<file path="config.mk">
export PLATFORM = sky130hd
export DESIGN_NAME = polar_spnode_dec
export DESIGN_NICKNAME = d
export VERILOG_FILES = /design/src/rtl/polar_spnode_pkg.sv /design/src/rtl/polar_spnode_classify.sv /design/src/rtl/polar_spnode_eval.sv /design/src/rtl/polar_butterfly_stage.sv /design/src/rtl/polar_spnode_dec.sv
export SDC_FILE = /design/constraint.sdc
export NUM_CORES = 2
export LEC_CHECK = 0
export ABC_CLOCK_PERIOD_IN_PS = 102000
export BUFFER_PORTS_ARGS = -buffer_cell sky130_fd_sc_hd__buf_2
export CORE_ASPECT_RATIO = 0.7
export CORE_MARGIN = 3
export CORE_UTILIZATION = 50
export CTS_BUF_LIST = sky130_fd_sc_hd__clkbuf_4
export DETAILED_ROUTE_END_ITERATION = 10
export PLACE_DENSITY_LB_ADDON = 0.08
export SETUP_SLACK_MARGIN = 0.5
export SLEW_MARGIN = 10
export SYNTH_ARGS = -nofsm -noshare
export SYNTH_HDL_FRONTEND = slang
export SYNTH_HIERARCHICAL = 1
export SYNTH_SLANG_ARGS = --single-unit
</file>
<file path="constraint.sdc">
create_clock -name clk -period 102 [get_ports clk]
set_clock_uncertainty 0.15 [all_clocks]
set_input_delay 20.4 -clock clk [delete_from_list [all_inputs] [get_ports clk]]
set_output_delay 20.4 -clock clk [all_outputs]
set_load 0.01 [all_outputs]
</file>
<file path="src/rtl/polar_spnode_pkg.sv">
// Shared definitions for the special-node polar decoder.
// Assumes: kind codes are visible at the top-level port and are fixed.
package polar_spnode_pkg;

    typedef enum logic [2:0] {
        KIND_ZERO   = 3'd0,
        KIND_FULL   = 3'd1,
        KIND_REPEAT = 3'd2,
        KIND_PARITY = 3'd3,
        KIND_OTHER  = 3'd4
    } node_kind_t;

endpackage

</file>
<file path="src/rtl/polar_spnode_classify.sv">
// Classifies a subtree from its frozen mask and builds the leaf mask.
// Assumes: nv_log2_i in 1..log2(MAX_NV); bits above N_v are don't-care.
module polar_spnode_classify
    import polar_spnode_pkg::*;
#(
    parameter int MAX_NV = 32,
    localparam int LOGN = $clog2(MAX_NV),
    localparam int K_W  = $clog2(LOGN + 1)
) (
    input  logic [MAX_NV-1:0] frozen_i,
    input  logic [K_W-1:0]    nv_log2_i,
    output logic [MAX_NV-1:0] leaf_mask_o,
    output node_kind_t        kind_o
);

    logic [MAX_NV-1:0] live_frz;
    logic [MAX_NV-1:0] last_leaf;

    // Mark leaves that belong to the node (index below 2^k).
    always_comb begin
        for (int i = 0; i < MAX_NV; i++) begin
            leaf_mask_o[i] = (32'(i) < (32'd1 << nv_log2_i));
        end
    end

    assign live_frz  = frozen_i & leaf_mask_o;
    assign last_leaf = leaf_mask_o & ~(leaf_mask_o >> 1);

    // Match the special shapes in fixed priority order.
    always_comb begin
        if (live_frz == leaf_mask_o)
            kind_o = KIND_ZERO;
        else if (live_frz == '0)
            kind_o = KIND_FULL;
        else if (live_frz == (leaf_mask_o & ~last_leaf))
            kind_o = KIND_REPEAT;
        else if (live_frz == MAX_NV'(1))
            kind_o = KIND_PARITY;
        else
            kind_o = KIND_OTHER;
    end

endmodule

</file>
<file path="src/rtl/polar_spnode_eval.sv">
// Produces the pre-transform result for a classified node: hard decisions,
// sign of the LLR sum, or parity-repaired hard decisions.
// Assumes: leaf_mask_i has the low N_v bits set; kind_i matches the mask.
module polar_spnode_eval
    import polar_spnode_pkg::*;
#(
    parameter int MAX_NV = 32,
    parameter int LLR_W  = 8,
    localparam int LOGN  = $clog2(MAX_NV),
    localparam int SUM_W = LLR_W + LOGN + 1,
    localparam int IDX_W = (LOGN > 0) ? LOGN : 1
) (
    input  logic [MAX_NV*LLR_W-1:0] llr_i,
    input  logic [MAX_NV-1:0]       leaf_mask_i,
    input  node_kind_t              kind_i,
    output logic [MAX_NV-1:0]       beta_o
);

    logic signed [LLR_W-1:0] lv [MAX_NV];
    logic [LLR_W:0]          mag [MAX_NV];
    logic [MAX_NV-1:0]       hard;
    logic signed [SUM_W-1:0] acc;
    logic [LLR_W:0]          best_mag;
    logic [IDX_W-1:0]        best_idx;
    logic                    odd;
    logic [MAX_NV-1:0]       flip;

    // Unpack each leaf, derive its sign decision and magnitude.
    for (genvar g = 0; g < MAX_NV; g++) begin : g_leaf
        logic signed [LLR_W:0] ext;
        assign lv[g]   = llr_i[g*LLR_W +: LLR_W];
        assign ext     = {lv[g][LLR_W-1], lv[g]};
        assign mag[g]  = ext[LLR_W] ? $unsigned(-ext) : $unsigned(ext);
        assign hard[g] = leaf_mask_i[g] & lv[g][LLR_W-1];
    end

    // Accumulate the signed sum over the live leaves.
    always_comb begin
        acc = '0;
        for (int i = 0; i < MAX_NV; i++) begin
            if (leaf_mask_i[i]) acc = acc + SUM_W'(lv[i]);
        end
    end

    // Locate the least reliable live leaf, first index on ties.
    always_comb begin
        best_mag = '1;
        best_idx = '0;
        for (int i = 0; i < MAX_NV; i++) begin
            if (leaf_mask_i[i] && (mag[i] < best_mag)) begin
                best_mag = mag[i];
                best_idx = IDX_W'(i);
            end
        end
    end

    assign odd  = ^hard;
    assign flip = odd ? (MAX_NV'(1) << best_idx) : '0;

    // Select the result form by node kind.
    always_comb begin
        unique case (kind_i)
            KIND_FULL:   beta_o = hard;
            KIND_REPEAT: beta_o = acc[SUM_W-1] ? leaf_mask_i : '0;
            KIND_PARITY: beta_o = hard ^ flip;
            default:     beta_o = '0;
        endcase
    end

endmodule

</file>
<file path="src/rtl/polar_butterfly_stage.sv">
// One stage of the polar transform: for span 2^s, each lower leaf of a
// pair takes the XOR with its partner. The stage is picked at run time.
// Assumes: stage_i < log2(MAX_NV); other values pass the vector through.
module polar_butterfly_stage #(
    parameter int MAX_NV = 32,
    localparam int LOGN = $clog2(MAX_NV),
    localparam int K_W  = $clog2(LOGN + 1)
) (
    input  logic [MAX_NV-1:0] vec_i,
    input  logic [K_W-1:0]    stage_i,
    output logic [MAX_NV-1:0] vec_o
);

    logic [MAX_NV-1:0] per_stage [LOGN];

    for (genvar s = 0; s < LOGN; s++) begin : g_stage
        for (genvar i = 0; i < MAX_NV; i++) begin : g_bit
            if ((((i >> s) & 1) == 0) && (i + (1 << s) < MAX_NV)) begin : g_xor
                assign per_stage[s][i] = vec_i[i] ^ vec_i[i + (1 << s)];
            end else begin : g_pass
                assign per_stage[s][i] = vec_i[i];
            end
        end
    end

    // Route the requested stage to the output.
    always_comb begin
        vec_o = vec_i;
        for (int s = 0; s < LOGN; s++) begin
            if (stage_i == K_W'(s)) vec_o = per_stage[s];
        end
    end

endmodule

</file>
<file path="src/rtl/polar_spnode_dec.sv">
// Top of the special-node decoder. It captures a node on start, then
// classifies and evaluates it in the next cycle, then spends k cycles in
// the transform (applied to all-information nodes only) so that the
// latency depends on k alone, and finally publishes the result with a pulse.
// Assumes: nv_log2_i in 1..log2(MAX_NV) when start is accepted.
module polar_spnode_dec
    import polar_spnode_pkg::*;
#(
    parameter int MAX_NV = 32,
    parameter int LLR_W  = 8,
    localparam int LOGN = $clog2(MAX_NV),
    localparam int K_W  = $clog2(LOGN + 1)
) (
    input  logic                    clk,
    input  logic                    rst_n,
    input  logic                    start_i,
    input  logic [K_W-1:0]          nv_log2_i,
    input  logic [MAX_NV-1:0]       frozen_i,
    input  logic [MAX_NV*LLR_W-1:0] llr_i,
    output logic                    done_o,
    output logic [2:0]              node_kind_o,
    output logic [MAX_NV-1:0]       beta_o
);

    typedef enum logic [1:0] {ST_IDLE, ST_EVAL, ST_XFORM} phase_t;

    phase_t                  phase;
    logic [K_W-1:0]          cap_k;
    logic [MAX_NV-1:0]       cap_frz;
    logic [MAX_NV*LLR_W-1:0] cap_llr;
    logic [K_W-1:0]          stage;
    node_kind_t              kind_q;
    logic [MAX_NV-1:0]       work;
    logic [MAX_NV-1:0]       leaf_mask;
    node_kind_t              kind_c;
    logic [MAX_NV-1:0]       eval_beta;
    logic [MAX_NV-1:0]       xform_out;
    logic                    last_stage;

    polar_spnode_classify #(.MAX_NV(MAX_NV)) classify_i (
        .frozen_i    (cap_frz),
        .nv_log2_i   (cap_k),
        .leaf_mask_o (leaf_mask),
        .kind_o      (kind_c)
    );

    polar_spnode_eval #(.MAX_NV(MAX_NV), .LLR_W(LLR_W)) eval_i (
        .llr_i       (cap_llr),
        .leaf_mask_i (leaf_mask),
        .kind_i      (kind_c),
        .beta_o      (eval_beta)
    );

    polar_butterfly_stage #(.MAX_NV(MAX_NV)) stage_i (
        .vec_i   (work),
        .stage_i (stage),
        .vec_o   (xform_out)
    );

    assign last_stage = (stage == cap_k - K_W'(1));

    // Sequence capture, evaluation, transform stages and publication.
    always_ff @(posedge clk) begin
        if (!rst_n) begin
            phase       <= ST_IDLE;
            cap_k       <= K_W'(1);
            cap_frz     <= '0;
            cap_llr     <= '0;
            stage       <= '0;
            kind_q      <= KIND_ZERO;
            work        <= '0;
            done_o      <= 1'b0;
            node_kind_o <= '0;
            beta_o      <= '0;
        end else begin
            done_o <= 1'b0;
            unique case (phase)
                ST_IDLE: begin
                    if (start_i) begin
                        cap_k   <= nv_log2_i;
                        cap_frz <= frozen_i;
                        cap_llr <= llr_i;
                        phase   <= ST_EVAL;
                    end
                end
                ST_EVAL: begin
                    kind_q <= kind_c;
                    work   <= eval_beta;
                    stage  <= '0;
                    phase  <= ST_XFORM;
                end
                ST_XFORM: begin
                    if (kind_q == KIND_FULL) work <= xform_out;
                    if (last_stage) begin
                        phase       <= ST_IDLE;
                        done_o      <= 1'b1;
                        node_kind_o <= kind_q;
                        beta_o      <= (kind_q == KIND_FULL) ? xform_out : work;
                    end else begin
                        stage <= stage + K_W'(1);
                    end
                end
                default: phase <= ST_IDLE;
            endcase
        end
    end

endmodule

</file>
==> impl_metrics.sql <==
INSERT INTO impl_metrics (metric_group, metric, value, unit) VALUES
('placement', 'placedInstanceArea', '54450', 'µm²'),
('grt', 'grt_start_max_net_pins', '89', ''),
('routing', 'drtPass1Iterations', '6', ''),
('placement', 'port_buffers', '329', ''),
('clock_tree', 'cts_num_sinks', '367', ''),
('status', 'status', 'finished with violations', ''),
('logic_synthesis', 'warning_count_from_the_yosys_run', '6', ''),
('sta', 'timing.final.hold_violations', '0', ''),
('die', 'die_height', '276.1', 'µm'),
('logic_synthesis', 'synth_edf_count', '0', ''),
('clock_tree', 'cts_repair_resize_count', '0', ''),
('critical_path', 'critPathSlowestCell', 'o41ai_2', ''),
('sta', 'drv_slew', '9', ''),
('sta', 'period_share', '71.08', '%'),
('min_path', 'min_path_cells', '2', ''),
('routing', 'wl_per_cell', '20.19', 'µm'),
('placement', 'gpl.final_weighted_congestion', '0.9957', ''),
('logic_synthesis', 'post_synth_mux_area_share', '4.466', '%'),
('logic_synthesis', 'synth_ff_type', 'dfxtp_1', ''),
('finish', 'flow.area_growth_from_synthesis', '7.002', '%'),
('grt', 'grt_first_pass_wirelength', '277200', 'µm'),
('grt', 'grt_pass1_vias', '47374', ''),
('logic_synthesis', 'post_synth_instance_area', '52110', 'µm²'),
('routing', 'dr_total_vias', '52737', ''),
('logic_synthesis', 'synthAdderAreaFrac', '16.38', '%'),
('logic_synthesis', 'synth_commonest_cells', '1194 x nand2_1, 868 x a21oi_1, 630 x ha_1', ''),
('status', 'violations', 'slew limit', ''),
('critical_path', 'path_common_cell', 'a21oi_1', ''),
('clock_tree', 'cts_max_level', '3', ''),
('sta', 'maxClockFrequency', '13.79', 'MHz'),
('min_path', 'holdCritPathClass', 'reg2reg', ''),
('logic_synthesis', 'register_bit_total_from_synthesis', '367', ''),
('sta', 'fin_crit_period', '72.50', 'ns'),
('die', 'rows', '98', ''),
('routing', 'drtAntennaViolNets', '0', ''),
('finish', 'layout-drive-gt1-share', '11.02', '%'),
('routing', 'avgViaCountPerCell', '5.877', ''),
('job', 'maxCapViolCount', '0', ''),
('sta', 'fin_worst_hold_slack', '0.3250', 'ns'),
('critical_path', 'crit_cells', '293', ''),
('die', 'floorplan.initialDensity', '50.71', '%'),
('clock_tree', 'numCtsBuffers', '97', ''),
('logic_synthesis', 'synth_area_per_cell', '7.086', 'µm²'),
('logic_synthesis', 'synthMostInstantiatedCell', 'nand2_1', ''),
('critical_path', 'endpoint_kind', 'flop', ''),
('grt', 'global_route.usage.total', '32.06', '%'),
('routing', 'routed_wl', '181100', 'µm'),
('logic_synthesis', 'main_combinational_cell_family_by_area_after_synthesis', 'compound AO/OA/AOI/OAI gates', ''),
('critical_path', 'path_buf_inv', '6', ''),
('sta', 'max-slew-margin-rel', '-36.94', '%'),
('critical_path', 'cp-start-kind', 'flop', ''),
('critical_path', 'slowest_delay', '1.02', 'ns'),
('critical_path', 'worst-endpoint-arrival', '73.28', 'ns'),
('routing', 'drc', '0', ''),
('sta', 'rsz0062_at_grt', 'false', ''),
('logic_synthesis', 'synthXorXnorAreaFrac', '9.965', '%'),
('critical_path', 'cpLargestDelayFamily', 'compound AO/OA/AOI/OAI gates', ''),
('logic_synthesis', 'synth_area_leader_cell', 'ha_1', ''),
('finish', 'final_cell_area', '55760', 'µm²'),
('sta', 'worst_pin_slew', '2.038', 'ns'),
('logic_synthesis', 'synth_area_leaders', 'ha_1 15%, dfxtp_1 14%, nand2_1 8.6%, a21oi_1 8.3%, xnor2_1 7.0%', ''),
('placement', 'hpwlAfterDp', '147400', 'µm'),
('critical_path', 'r2r_cells', '293', ''),
('routing', 'drt_iter0_markers', '4924', ''),
('clock_tree', 'cts.hold.buffers_added', '0', ''),
('clock_tree', 'tritoncts', 'done', ''),
('logic_synthesis', 'yosys.area.top_type_share', '15.13', '%'),
('logic_synthesis', 'synth_cell_types', '159', ''),
('die', 'dieWidth', '391.8', 'µm'),
('logic_synthesis', 'synth_simple_gate_area_share', '20.97', '%'),
('logic_synthesis', 'post_synthesis_compound_gate_area_fraction', '26.77', '%');
-- worst register-to-register path: cells and delay by family (launching register included) --
kind	cells	cell delay (ns)
compound gates	143	39.55
xor+xnor	1	0.24
fa+ha+maj	33	10.11
buf+inv	6	0.92
flops	1	0.56
mux	8	2.57
simple gates	102	18.29
-- registers in the layout (all words and copies together), names as in the netlist --
| name | count |
|---|---|
| beta_o | 32 |
| cap_frz | 32 |
| cap_k | 3 |
| cap_llr | 256 |
| done_o | 1 |
| kind_q | 3 |
| node_kind_o | 3 |
| phase | 2 |
| stage | 3 |
| work | 32 |
-- metal layers --
layer  GRT usage, %  part of all wire, %
met1          52.18                   52
met2          42.94                   38
met3          5.672                  8.8
met4          5.339                  1.5
met5              0                    0
-- cell families (layout without fill, tap and decap cells) --
kind of cell             count (synthesis)  in the layout
XOR/XNOR                               591            591
AND/OR/NAND/NOR                       2350           2350
flip-flops                             367            367
multiplexers                           212            212
adder cells (fa/ha/maj)                665            665
AO/OA/AOI/OAI                         2249           2249
buffers and inverters                  918           1149
other                                    2             41
-- final cells by class --
type                    instances  area, µm²
fillers                     10289      47000
well taps                    1350       1689
flip-flops and latches        367       7351
multi-input cells            6099      41110
clock buffers                 134       1006
inverters                     586       2207
diodes                          9      22.52
repair buffers                387       2095
clock inverters                42      271.5
-- final timing paths --
path / startpoint / end / slack, ns
max reg2reg: cap_llr[8] / work[13] / 29.50
min: cap_frz[5] / cap_frz[5] / 0.32
min reg2reg: cap_frz[5] / cap_frz[5] / 0.32
max: cap_llr[8] / work[13] / 29.50
-- through the flow --
step,setup slack [ns],instances,utilization (%)
floorplan,41.69,7384,-
global placement,32.82,8789,53.00
detailed placement,31.18,8789,53.00
CTS,30.86,8965,54.24
global route,23.37,8972,54.26
finish,29.50,8974,54.26
-- cell usage in the layout, fill, tap and decap left out, types with 97 or more instances in the layout --
master	synthesis	routed
buf_2	18	329
nor2_1	474	474
xnor2_1	414	414
dfxtp_1	367	366
o21bai_1	139	139
nand2_1	1194	1193
nand2b_1	97	97
o21ai_0	535	535
a21o_1	100	100
clkbuf_4	2	134
a21oi_1	868	868
xor2_1	176	176
mux2_2	117	117
ha_1	630	630
inv_1	576	576
Power is left out: the tool's default activity adds up to more than one toggle a clock period on the data nets, which glitch-free logic cannot reach.
